--- src/rtl/dt_pkg.sv ---
`timescale 1ns/1ps
package dt_pkg;
  // word offsets inside a channel slice
  localparam logic [2:0] OFF_LOAD   = 3'd0;
  localparam logic [2:0] OFF_VALUE  = 3'd1;
  localparam logic [2:0] OFF_CTRL   = 3'd2;
  localparam logic [2:0] OFF_CLR    = 3'd3;
  localparam logic [2:0] OFF_RAW    = 3'd4;
  localparam logic [2:0] OFF_MASKED = 3'd5;
  localparam logic [2:0] OFF_BG     = 3'd6;

  // global word addresses (byte address >> 2)
  localparam logic [9:0] W_ITCR     = 10'h3C0;
  localparam logic [9:0] W_ITOP     = 10'h3C1;
  localparam logic [9:0] W_ID_FIRST = 10'h3F4;

  localparam int CTRL_ONESHOT = 0;
  localparam int CTRL_SIZE    = 1;
  localparam int CTRL_INTEN   = 5;
  localparam int CTRL_MODE    = 6;
  localparam int CTRL_EN      = 7;
  localparam logic [7:0] CTRL_VALID = 8'hEF;
  localparam logic [7:0] CTRL_RESET = 8'h20;
endpackage

--- src/rtl/dt_id_rom.sv ---
`timescale 1ns/1ps
module dt_id_rom (
  input  logic [3:0] idx_i,
  output logic [7:0] word_o
);
  always_comb begin
    unique case (idx_i)
      4'd0:    word_o = 8'h04;
      4'd4:    word_o = 8'h23;
      4'd5:    word_o = 8'hB8;
      4'd6:    word_o = 8'h1B;
      4'd8:    word_o = 8'h0D;
      4'd9:    word_o = 8'hF0;
      4'd10:   word_o = 8'h05;
      4'd11:   word_o = 8'hB1;
      default: word_o = 8'h00;
    endcase
  end
endmodule

--- src/rtl/dt_channel.sv ---
`timescale 1ns/1ps
module dt_channel
  import dt_pkg::*;
#(
  parameter int DATA_W = 32,
  parameter int HALF_W = 16
) (
  input  logic              clk_i,
  input  logic              rst_ni,
  input  logic              tick_i,
  input  logic              wr_load_i,
  input  logic              wr_bg_i,
  input  logic              wr_ctrl_i,
  input  logic              wr_clr_i,
  input  logic [DATA_W-1:0] wdata_i,
  output logic [DATA_W-1:0] load_o,
  output logic [DATA_W-1:0] value_o,
  output logic [7:0]        ctrl_o,
  output logic              raw_o,
  output logic              masked_o
);
  localparam logic [DATA_W-1:0] HALF_MASK = {{(DATA_W-HALF_W){1'b0}}, {HALF_W{1'b1}}};
  localparam logic [DATA_W-1:0] ONE       = DATA_W'(1);

  logic [DATA_W-1:0] load_q, cnt_q, mask, cur, reload_val;
  logic [7:0]        ctrl_q;
  logic              raw_q, step, expire;

  assign mask       = ctrl_q[CTRL_SIZE] ? '1 : HALF_MASK;
  assign cur        = cnt_q & mask;
  assign reload_val = ctrl_q[CTRL_MODE] ? (load_q & mask) : mask;
  assign step       = tick_i & ctrl_q[CTRL_EN] & ~wr_load_i;
  assign expire     = step & (cur == ONE);

  always_ff @(posedge clk_i or negedge rst_ni) begin
    if (!rst_ni) begin
      ctrl_q <= CTRL_RESET;
      load_q <= '0;
      cnt_q  <= '1;
      raw_q  <= 1'b0;
    end else begin
      if (wr_ctrl_i) ctrl_q <= wdata_i[7:0] & CTRL_VALID;
      if (wr_bg_i || wr_load_i) load_q <= wdata_i;
      if (wr_load_i) begin
        cnt_q <= wdata_i;
      end else if (step) begin
        if (cur == '0) begin
          if (!ctrl_q[CTRL_ONESHOT]) cnt_q <= (cnt_q & ~mask) | reload_val;
        end else begin
          cnt_q <= (cnt_q & ~mask) | ((cur - ONE) & mask);
        end
      end
      // a clear wins over a coincident expiry
      if (wr_clr_i)    raw_q <= 1'b0;
      else if (expire) raw_q <= 1'b1;
    end
  end

  assign load_o   = load_q;
  assign value_o  = cur;
  assign ctrl_o   = ctrl_q;
  assign raw_o    = raw_q;
  assign masked_o = raw_q & ctrl_q[CTRL_INTEN];
endmodule

--- src/rtl/dt_apb_bank.sv ---
`timescale 1ns/1ps
module dt_apb_bank
  import dt_pkg::*;
#(
  parameter int ADDR_W = 12,
  parameter int DATA_W = 32,
  parameter int NUM_CH = 2
) (
  input  logic              clk_i,
  input  logic              rst_ni,
  input  logic              psel_i,
  input  logic              penable_i,
  input  logic              pwrite_i,
  input  logic [ADDR_W-1:0] paddr_i,
  input  logic [DATA_W-1:0] pwdata_i,
  output logic [DATA_W-1:0] prdata_o,
  output logic              pready_o,
  input  logic              tick_i,
  output logic [NUM_CH-1:0] irq_ch_o,
  output logic              irq_any_o
);
  localparam int CH_W = ADDR_W - 5;
  localparam int WA_W = ADDR_W - 2;

  logic [WA_W-1:0]   waddr;
  logic [CH_W-1:0]   ch_sel;
  logic [2:0]        ch_off;
  logic              aligned, wr_acc, rd_setup;
  logic              itcr_q;
  logic [NUM_CH-1:0] itop_q;
  logic [NUM_CH-1:0] ch_raw, ch_masked;
  logic [DATA_W-1:0] ch_load [NUM_CH];
  logic [DATA_W-1:0] ch_value[NUM_CH];
  logic [7:0]        ch_ctrl [NUM_CH];
  logic [3:0]        id_idx;
  logic [7:0]        id_word;
  logic [DATA_W-1:0] rd_val, prdata_q;

  assign waddr    = paddr_i[ADDR_W-1:2];
  assign ch_sel   = paddr_i[ADDR_W-1:5];
  assign ch_off   = paddr_i[4:2];
  assign aligned  = (paddr_i[1:0] == 2'b00);
  assign wr_acc   = psel_i & penable_i & pwrite_i & aligned;
  assign rd_setup = psel_i & ~penable_i & ~pwrite_i;

  for (genvar i = 0; i < NUM_CH; i++) begin : g_ch
    logic hit;
    assign hit = wr_acc & (ch_sel == CH_W'(i));
    dt_channel #(.DATA_W(DATA_W), .HALF_W(DATA_W/2)) u_ch (
      .clk_i     (clk_i),
      .rst_ni    (rst_ni),
      .tick_i    (tick_i),
      .wr_load_i (hit & (ch_off == OFF_LOAD)),
      .wr_bg_i   (hit & (ch_off == OFF_BG)),
      .wr_ctrl_i (hit & (ch_off == OFF_CTRL)),
      .wr_clr_i  (hit & (ch_off == OFF_CLR)),
      .wdata_i   (pwdata_i),
      .load_o    (ch_load[i]),
      .value_o   (ch_value[i]),
      .ctrl_o    (ch_ctrl[i]),
      .raw_o     (ch_raw[i]),
      .masked_o  (ch_masked[i])
    );
  end

  assign id_idx = 4'(waddr - WA_W'(W_ID_FIRST));

  dt_id_rom u_id (
    .idx_i  (id_idx),
    .word_o (id_word)
  );

  always_comb begin
    rd_val = '0;
    if (aligned) begin
      if (waddr == WA_W'(W_ITCR)) rd_val = DATA_W'(itcr_q);
      if (waddr == WA_W'(W_ITOP)) rd_val = DATA_W'(itop_q);
      if (waddr >= WA_W'(W_ID_FIRST)) rd_val = DATA_W'(id_word);
      for (int i = 0; i < NUM_CH; i++) begin
        if (ch_sel == CH_W'(i)) begin
          unique case (ch_off)
            OFF_LOAD, OFF_BG: rd_val = ch_load[i];
            OFF_VALUE:        rd_val = ch_value[i];
            OFF_CTRL:         rd_val = DATA_W'(ch_ctrl[i]);
            OFF_RAW:          rd_val = DATA_W'(ch_raw[i]);
            OFF_MASKED:       rd_val = DATA_W'(ch_masked[i]);
            default:          rd_val = '0;
          endcase
        end
      end
    end
  end

  always_ff @(posedge clk_i or negedge rst_ni) begin
    if (!rst_ni) begin
      itcr_q   <= 1'b0;
      itop_q   <= '0;
      prdata_q <= '0;
    end else begin
      if (wr_acc && waddr == WA_W'(W_ITCR)) itcr_q <= pwdata_i[0];
      if (wr_acc && waddr == WA_W'(W_ITOP)) itop_q <= pwdata_i[NUM_CH-1:0];
      if (rd_setup) prdata_q <= rd_val;
    end
  end

  assign prdata_o  = prdata_q;
  assign pready_o  = 1'b1;
  assign irq_ch_o  = itcr_q ? itop_q : ch_masked;
  assign irq_any_o = |irq_ch_o;
endmodule

--- config.mk ---
export PLATFORM = sky130hd
export DESIGN_NAME = dt_apb_bank
export DESIGN_NICKNAME = d
export VERILOG_FILES = /design/src/rtl/dt_pkg.sv /design/src/rtl/dt_id_rom.sv /design/src/rtl/dt_channel.sv /design/src/rtl/dt_apb_bank.sv
export SDC_FILE = /design/constraint.sdc
export NUM_CORES = 1
export LEC_CHECK = 0
export BUFFER_PORTS_ARGS = -buffer_cell sky130_fd_sc_hd__buf_2
export CAP_MARGIN = 20
export CORE_MARGIN = 3
export CORE_UTILIZATION = 35
export CTS_CLUSTER_SIZE = 12
export DETAILED_ROUTE_END_ITERATION = 6
export PLACE_DENSITY = 0.47
export SLEW_MARGIN = 20
export SYNTH_ARGS = -nofsm -noshare
export SYNTH_HDL_FRONTEND = slang
export SYNTH_SLANG_ARGS = --single-unit
--- constraint.sdc ---
create_clock -name clk_i -period 4.8 [get_ports clk_i]
set_input_delay 0.72 -clock clk_i [delete_from_list [all_inputs] [get_ports clk_i]]
set_output_delay 0.72 -clock clk_i [all_outputs]
set_load 0.02 [all_outputs]
==> run metrics, run 1 <==
Synth area leader dfrtp_1; Synthesized Nets 1218; Die ar. 32700 um^2; flop2flop setup slack 1.54 ns; Final period util 67.9%; Final Setup Violations 0; capture point of the worst reg-to-reg path g_ch[1].u_ch.cnt_q[4]$_DFFE_PN1P_; maximum level of the CTS H-tree 4; gr usage total 23.7%; Max clock buf depth 2; drt wl/cell 24.5 um; maxcap violations 0; Worst-path clk slew 0.08 ns; peak fanout along the critical path 14; endpoints failing hold 0; Power Dens Cells 275 nW/um^2; die height 181 um; CP Capture Type flop; GRT overflow 0; hold buffer count at CTS 0; layout cells sized above 1 25.1%; R2R Path Start g_ch[1].u_ch.cnt_q[17]$_DFFE_PN1P_; Required @ worst endpoint 5.16 ns; Routed WL 39200 um; Initial Util 35.8%; CTS resizes 0; RSZ-0062 raised after global routing no; post-synthesis area per instance 9.24 um^2; setup TNS 0 ns; commonest non-fill, non-tap cells in the layout dfrtp_1 (113), nor2_1 (92), nand2_1 (86), a21oi_1 (86), buf_2 (83); Final Wtd Congestion 0.892; Port Buffer Count 84; CP Launch Type flop; worst skew pair latency 0.44 ns; router iterations before antenna repair 5; Vias 9800; Leak 5.04 nW; slew margin rel. 30.2%; area grow syn2layout 12.6%; worst min path class in -> async; drt drc 0; Tmin final 3.26 ns; initial antenna violation count 2; TritonCTS clock tree yes; skew final 0.0132 ns; Overall Power 3.31 mW; core area 29900 um^2; I/O pin total 86; EDFF count, synth 0; vias in the first global route 9460; Fin Hold WS 0.280 ns; maximum VDD drop 216 uV; status finished, final reports clean; Worst EP arrival 3.62 ns; asr flop ratio synth 100%; clk root buf clkbuf_16; Post-Syn Instances 1156; CTS Buf Count 17; first-pass GRT wire length 60300 um; Yosys cell types 74; Die X 181 um; Max Slew Vio Count 0; clock sink count 179; commonest non-fill, non-tap cell in the layout dfrtp_1; Yosys reg bits 179; Row Count 63; post-synth top area share 26.5%; synth top area cells dfrtp_1 (26%), dfstp_2 (16%), mux2_2 (7.6%); Worst-Margin Slew 1.04 ns; post-CTS setup buffer count 0; final net count 1256; YS warnings 0; largest net degree at the start of global routing 102; top_reg_cell synth dfrtp_1; register area share after synthesis 42.7%; Mapped Area 10700 um^2; DPL Wire Length 27700 um; FMAX 307 MHz; Crit. Startpoint g_ch[1].u_ch.cnt_q[17]$_DFFE_PN1P_; r2r worst-path depth 6; Via density 6.13; antenna viol nets, final 0; First DRT Iteration DRCs 1079; crit path kind reg -> reg
==> cells by family after synthesis <==
family | count (synthesis) | share of synthesized area [%]
simple gates | 349 | 16.0
fa+ha+maj | 12 | 1.41
mux | 74 | 7.78
flops | 179 | 42.7
compound gates | 413 | 26.6
xor+xnor | 17 | 1.39
other cells | 1 | 0.0351
buf+inv | 111 | 4.13
==> power breakdown <==
group / total, mW / switching (mW) / internal, mW
logic: 0.385 / 0.273 / 0.112
clock network: 1.38 / 0.653 / 0.725
registers: 1.54 / 0.0161 / 1.53
==> cell type report <==
type                       instances  area [um^2]
timing repair buffer             104          592
fill                            3068        17800
tap                              390          488
clock buffer                      18          429
sequential                       179         4560
inverter                          26         97.6
antenna                            1         2.50
multi-input combinational        866         5720
clock inverter                    14          131
==> metal layers <==
metal | global-route usage, % | part of all wire (%)
met5 | 0 | 0
met4 | 5.86 | 1.6
met3 | 3.93 | 6.1
met2 | 35.0 | 44
met1 | 36.2 | 48
==> Yosys cell counts (5+ instances only) <==
master	count
dfstp_2	66
o22ai_1	26
or4_1	14
ha_1	12
a31oi_1	13
and3_1	5
clkbuf_1	76
a222oi_1	14
mux2_2	72
nand2_1	87
nand4_1	9
a221o_1	5
inv_1	26
o21a_1	5
o2111ai_1	5
o21ai_0	72
nand3_1	40
nor2b_1	8
o311ai_0	9
a21oi_1	86
xnor2_1	8
nor2_1	95
a211oi_1	7
buf_2	5
a22oi_1	57
nor3_1	32
a22o_1	33
or2_2	8
or3_1	14
o211ai_1	29
o31ai_1	9
xor2_1	9
dfrtp_1	113
nor4_1	14
==> state kept, by name (all words and copies together), names as in the netlist <==
register,count
g_ch.u_ch.cnt_q,64
g_ch.u_ch.ctrl_o,14
g_ch.u_ch.load_o,64
g_ch.u_ch.raw_o,2
itcr_q,1
itop_q,2
prdata_o,32
==> how the worst max path moves through the flow <==
stage | to | slack [ns] | cells after the start
2_1_floorplan | g_ch[0].u_ch.load_o[10]$_DFFE_PN0P_ | 2.14 | 8
3_3_place_gp | prdata_o[28]$_DFFE_PN0P_ | 1.26 | 8
3_5_place_dp | prdata_o[31]$_DFFE_PN0P_ | 1.32 | 8
4_1_cts | g_ch[1].u_ch.cnt_q[4]$_DFFE_PN1P_ | 1.61 | 6
5_1_grt | g_ch[0].u_ch.cnt_q[15]$_DFFE_PN1P_ | 1.24 | 7
6_report | g_ch[1].u_ch.cnt_q[4]$_DFFE_PN1P_ | 1.54 | 6
==> stage by stage <==
stage	util, %	setup slack [ns]	cells	instance area, um^2
after global routing	40.2	1.24	1597	12000
after floorplan	-	2.14	1156	10700
after CTS	40.2	1.61	1597	12000
after global placement	38.4	1.26	1565	11500
after detailed placement	38.4	1.32	1565	11500
final	40.3	1.54	1598	12000
==> worst max-delay path: stages (launching register included) <==
cell and delay, ns:
dfstp_2 0.39, or3_1 0.52, or4_1 0.75, o21ai_2 0.26, nand3_1 0.56, o211a_1 0.44
a211o_1 0.26
Note: power is estimated with default switching activity, not from simulation.
==> run 2, diff against run 1 <==
PLACE_DENSITY = 0.49   (was 0.47)
clock period = 2.7 ns   (was 4.8 ns; I/O delays follow)
==> run metrics, run 2 (synthesis results as in run 1) <==
final net count 1350; TritonCTS clock tree yes; commonest non-fill, non-tap cell in the layout dfrtp_1; # diodes 0; setup TNS 0 ns; Port Buffer Count 84; worst skew pair latency 0.45 ns; core area 29900 um^2; Required @ worst endpoint 3.07 ns; Max Slew Vio Count 0; Initial Util 35.8%; Crit path largest cell delay 0.55 ns; sequential cell area 4560 um^2; Layout Utilization 43.1%; First DRT Iteration DRCs 1052; area grow syn2layout 20.5%; Final period util 97.7%; slew margin rel. 50.3%; Leak 5.52 nW; largest net degree at the start of global routing 65; Routed WL 40000 um; multi-input logic area 5760 um^2; Die ar. 32700 um^2; router iterations before antenna repair 5; CP max stage cell or4_4; I/O pin total 86; GRT overflow 0; Via density 6.06; Worst path most repeated cell or4_4; antenna viol nets, final 0; CTS Buf Count 17; Worst EP arrival 3.01 ns; Row Count 63; drt drc 0; FMAX 379 MHz; drt wl/cell 23.7 um; maximum VDD drop 431 uV; R2R Path Start g_ch[1].u_ch.cnt_q[23]$_DFFE_PN1P_; Vias 10300; Final Wtd Congestion 0.900; first-pass GRT wire length 61600 um; Tmin final 2.64 ns; worst min path class in -> reg; crit path kind reg -> reg; DPL Wire Length 29100 um; Crit. Startpoint g_ch[1].u_ch.cnt_q[23]$_DFFE_PN1P_; Placed Cells 1653; peak fanout along the critical path 10; die height 181 um; final worst setup slack 0.0627 ns; initial antenna violation count 4; Max clock buf depth 2; clk root buf clkbuf_16; RSZ-0062 raised after global routing yes; CP cell instances or4_4, or4_4, buf_6, nor4_4, a31oi_1, buf_4, o21ai_1, o21bai_1, a21oi_1; maxcap violations 0; layout cells sized above 1 31.0%; Final Setup Violations 0; Overall Power 6.06 mW; CP Launch Type flop; Fillers 2974; Fin Hold WS 0.245 ns; fin area 12900 um^2; clock sink count 179; vias in the first global route 9824; final std cells w/o fill 1691; Post-DP Area 12200 um^2; maximum level of the CTS H-tree 4; skew final 0.0175 ns; Worst-path clk slew 0.08 ns; Die X 181 um; commonest non-fill, non-tap cells in the layout dfrtp_1 (113), buf_4 (105), nor2_1 (92); status finished, final reports clean; CP Capture Type flop; DP Worst Slack -0.0551 ns; Power Dens Cells 471 nW/um^2; Worst-Margin Slew 0.744 ns; endpoints failing hold 0; gr usage total 24.1%; start point of the worst hold path pwdata_i[17]
==> run 2: final timing paths <==
check,to,slack (ns),depth (start not counted)
worst max-delay path,g_ch[1].u_ch.cnt_q[23]$_DFFE_PN1P_,0.06,9
worst min-delay path,g_ch[1].u_ch.cnt_q[17]$_DFFE_PN1P_,0.24,3
worst max register to register,g_ch[1].u_ch.cnt_q[23]$_DFFE_PN1P_,0.06,9
worst min register to register,prdata_o[15]$_DFFE_PN0P_,0.50,1
max in group asynchronous,g_ch[0].u_ch.cnt_q[6]$_DFFE_PN1P_,1.33,3
min in group asynchronous,g_ch[1].u_ch.load_o[5]$_DFFE_PN0P_,0.52,2
==> run 2: routing by layer <==
metal	share of wire (%)	vias up	track usage, %
li1	-	4676	-
met2	45	346	37.1
met4	1.5	4	5.19
met3	6.5	59	4.35
met1	47	5166	35.6
met5	0.065	-	0
==> run 2: worst max-delay path: cells and delay by family (launching register included) <==
kind | cells | cell delay [ns]
flops | 1 | 0.38
compound gates | 4 | 0.43
buf+inv | 2 | 0.35
simple gates | 3 | 1.40
==> run 2: area by class of cell <==
| cell class | count | share of cell area [%] |
|---|---|---|
| clock buffer | 18 | 3.34 |
| clock inverter | 14 | 1.15 |
| inverter | 26 | 0.759 |
| multi-input combinational | 866 | 44.8 |
| sequential | 179 | 35.5 |
| tap | 390 | 3.79 |
| timing repair buffer | 198 | 10.7 |
==> run 2: report_power, final <==
part	switching, mW	internal [mW]	total (mW)
sequential	0.0261	2.71	2.74
combinational	0.511	0.294	0.804
clock	1.21	1.31	2.51
==> run 2: repair_timing <==
action                                 CTS  global route
pin swaps                                0            10
hold buffers                             1             0
gates cloned                             0             0
setup buffers                            0             5
endpoints found under the hold margin   39             0
resized for setup                        2            12
setup endpoints to repair                6            27
==> run 3, diff against run 2 <==
RECOVER_POWER = 50   (was not set)
==> run metrics, run 3 (synthesis results as in run 1) <==
status finished with violations; failing checks max-capacitance violations, max-slew violations; Worst-path clk slew 0.08 ns; multi-input logic area 5760 um^2; largest net degree at the start of global routing 65; I/O pin total 86; core area 29900 um^2; Routed WL 40200 um; clk root buf clkbuf_16; commonest non-fill, non-tap cell in the layout dfrtp_1; Layout Utilization 42.9%; skew final 0.0183 ns; DP Worst Slack -0.0551 ns; Final Setup Violations 0; Die ar. 32700 um^2; worst skew pair latency 0.44 ns; fin area 12800 um^2; sequential cell area 4560 um^2; GRT overflow 0; RSZ-0062 raised after global routing yes; slew margin rel. -14.6%; area grow syn2layout 19.9%; commonest non-fill, non-tap cells in the layout dfrtp_1 (113), buf_4 (104), nor2_1 (92); final std cells w/o fill 1691; initial antenna violation count 4; Die X 181 um; endpoints failing hold 0; Vias 10200; antenna viol nets, final 0; CP Capture Type flop; CP Launch Type flop; drt wl/cell 23.7 um; final net count 1350; TritonCTS clock tree yes; peak fanout along the critical path 10; Leak 5.37 nW; router iterations before antenna repair 5; vias in the first global route 9824; Placed Cells 1653; Max Slew Vio Count 64; layout cells sized above 1 28.5%; Fin Hold WS 0.248 ns; Final Wtd Congestion 0.900; gr usage total 24.1%; DPL Wire Length 29100 um; maximum VDD drop 429 uV; maximum level of the CTS H-tree 4; die height 181 um; Post-DP Area 12200 um^2; # diodes 0; Fillers 2987; Worst EP arrival 3.00 ns; Initial Util 35.8%; Final period util 97.5%; Max clock buf depth 2; First DRT Iteration DRCs 995; maxcap violations 1; first-pass GRT wire length 61600 um; Row Count 63; final worst setup slack 0.0678 ns; Required @ worst endpoint 3.07 ns; Tmin final 2.63 ns; Power Dens Cells 473 nW/um^2; clock sink count 179; crit path kind reg -> reg; worst min path class in -> reg; Worst-Margin Slew 1.72 ns; Via density 6.02; FMAX 380 MHz; Port Buffer Count 84; drt drc 0; CTS Buf Count 17
-- run 3: timing repair --
action,in CTS,in global routing
setup endpoints to repair,6,27
setup buffers,0,5
resized for setup,2,12
hold buffers,1,0
hold endpoints to repair,39,0
pin swaps,0,10
-- run 3: final timing paths --
kind | depth (start not counted) | from | slack (ns) | end
setup / recovery | 9 | g_ch[1].u_ch.cnt_q[23]$_DFFE_PN1P_ | 0.07 | g_ch[1].u_ch.cnt_q[23]$_DFFE_PN1P_
hold / removal | 3 | pwdata_i[17] | 0.25 | g_ch[1].u_ch.cnt_q[17]$_DFFE_PN1P_
setup reg to reg | 9 | g_ch[1].u_ch.cnt_q[23]$_DFFE_PN1P_ | 0.07 | g_ch[1].u_ch.cnt_q[23]$_DFFE_PN1P_
hold reg to reg | 1 | prdata_o[9]$_DFFE_PN0P_ | 0.51 | prdata_o[9]$_DFFE_PN0P_
max in group asynchronous | 3 | rst_ni | 0.37 | g_ch[0].u_ch.cnt_q[6]$_DFFE_PN1P_
min in group asynchronous | 2 | rst_ni | 0.95 | g_ch[1].u_ch.load_o[5]$_DFFE_PN0P_
-- run 3: final cells by class --
cell class                 count  area share (%)
sequential                   179            35.6
tap                          390            3.81
timing repair buffer         198            10.3
clock buffer                  18            3.35
inverter                      26           0.762
clock inverter                14            1.15
multi-input combinational    866            45.0
-- run 3: critical path: stages, from the launching register on --
cell	delay, ns
dfstp_2	0.38
or4_4	0.55
or4_4	0.54
buf_6	0.15
nor4_4	0.31
a31oi_1	0.16
buf_4	0.20
o21ai_1	0.07
o21bai_1	0.12
a21oi_1	0.08
-- run 3: per-layer routing --
| layer | routed length [um] | vias up | track usage, % |
|---|---|---|---|
| met4 | 561 | 4 | 5.19 |
| met3 | 2730 | 51 | 4.35 |
| li1 | - | 4664 | - |
| met2 | 18100 | 327 | 37.1 |
| met5 | 26 | - | 0 |
| met1 | 18700 | 5127 | 35.6 |
-- run 3: report_power, final --
part	total [mW]	internal [mW]	switching (mW)	leakage [nW]
clock	2.51	1.31	1.21	0.272
combinational	0.801	0.291	0.511	2.91
sequential	2.74	2.71	0.0262	2.19
total	6.06	4.31	1.74	5.37
-- run 3: per-stage QoR --
| stage | power (mW) | setup TNS (ns) |
|---|---|---|
| detailed placement | 3.58 | -0.167 |
| finish | 6.06 | 0 |
| global route | 6.29 | -0.117 |
| CTS | 6.11 | 0 |
| global placement | 3.58 | 0 |
| floorplan | 3.17 | 0 |
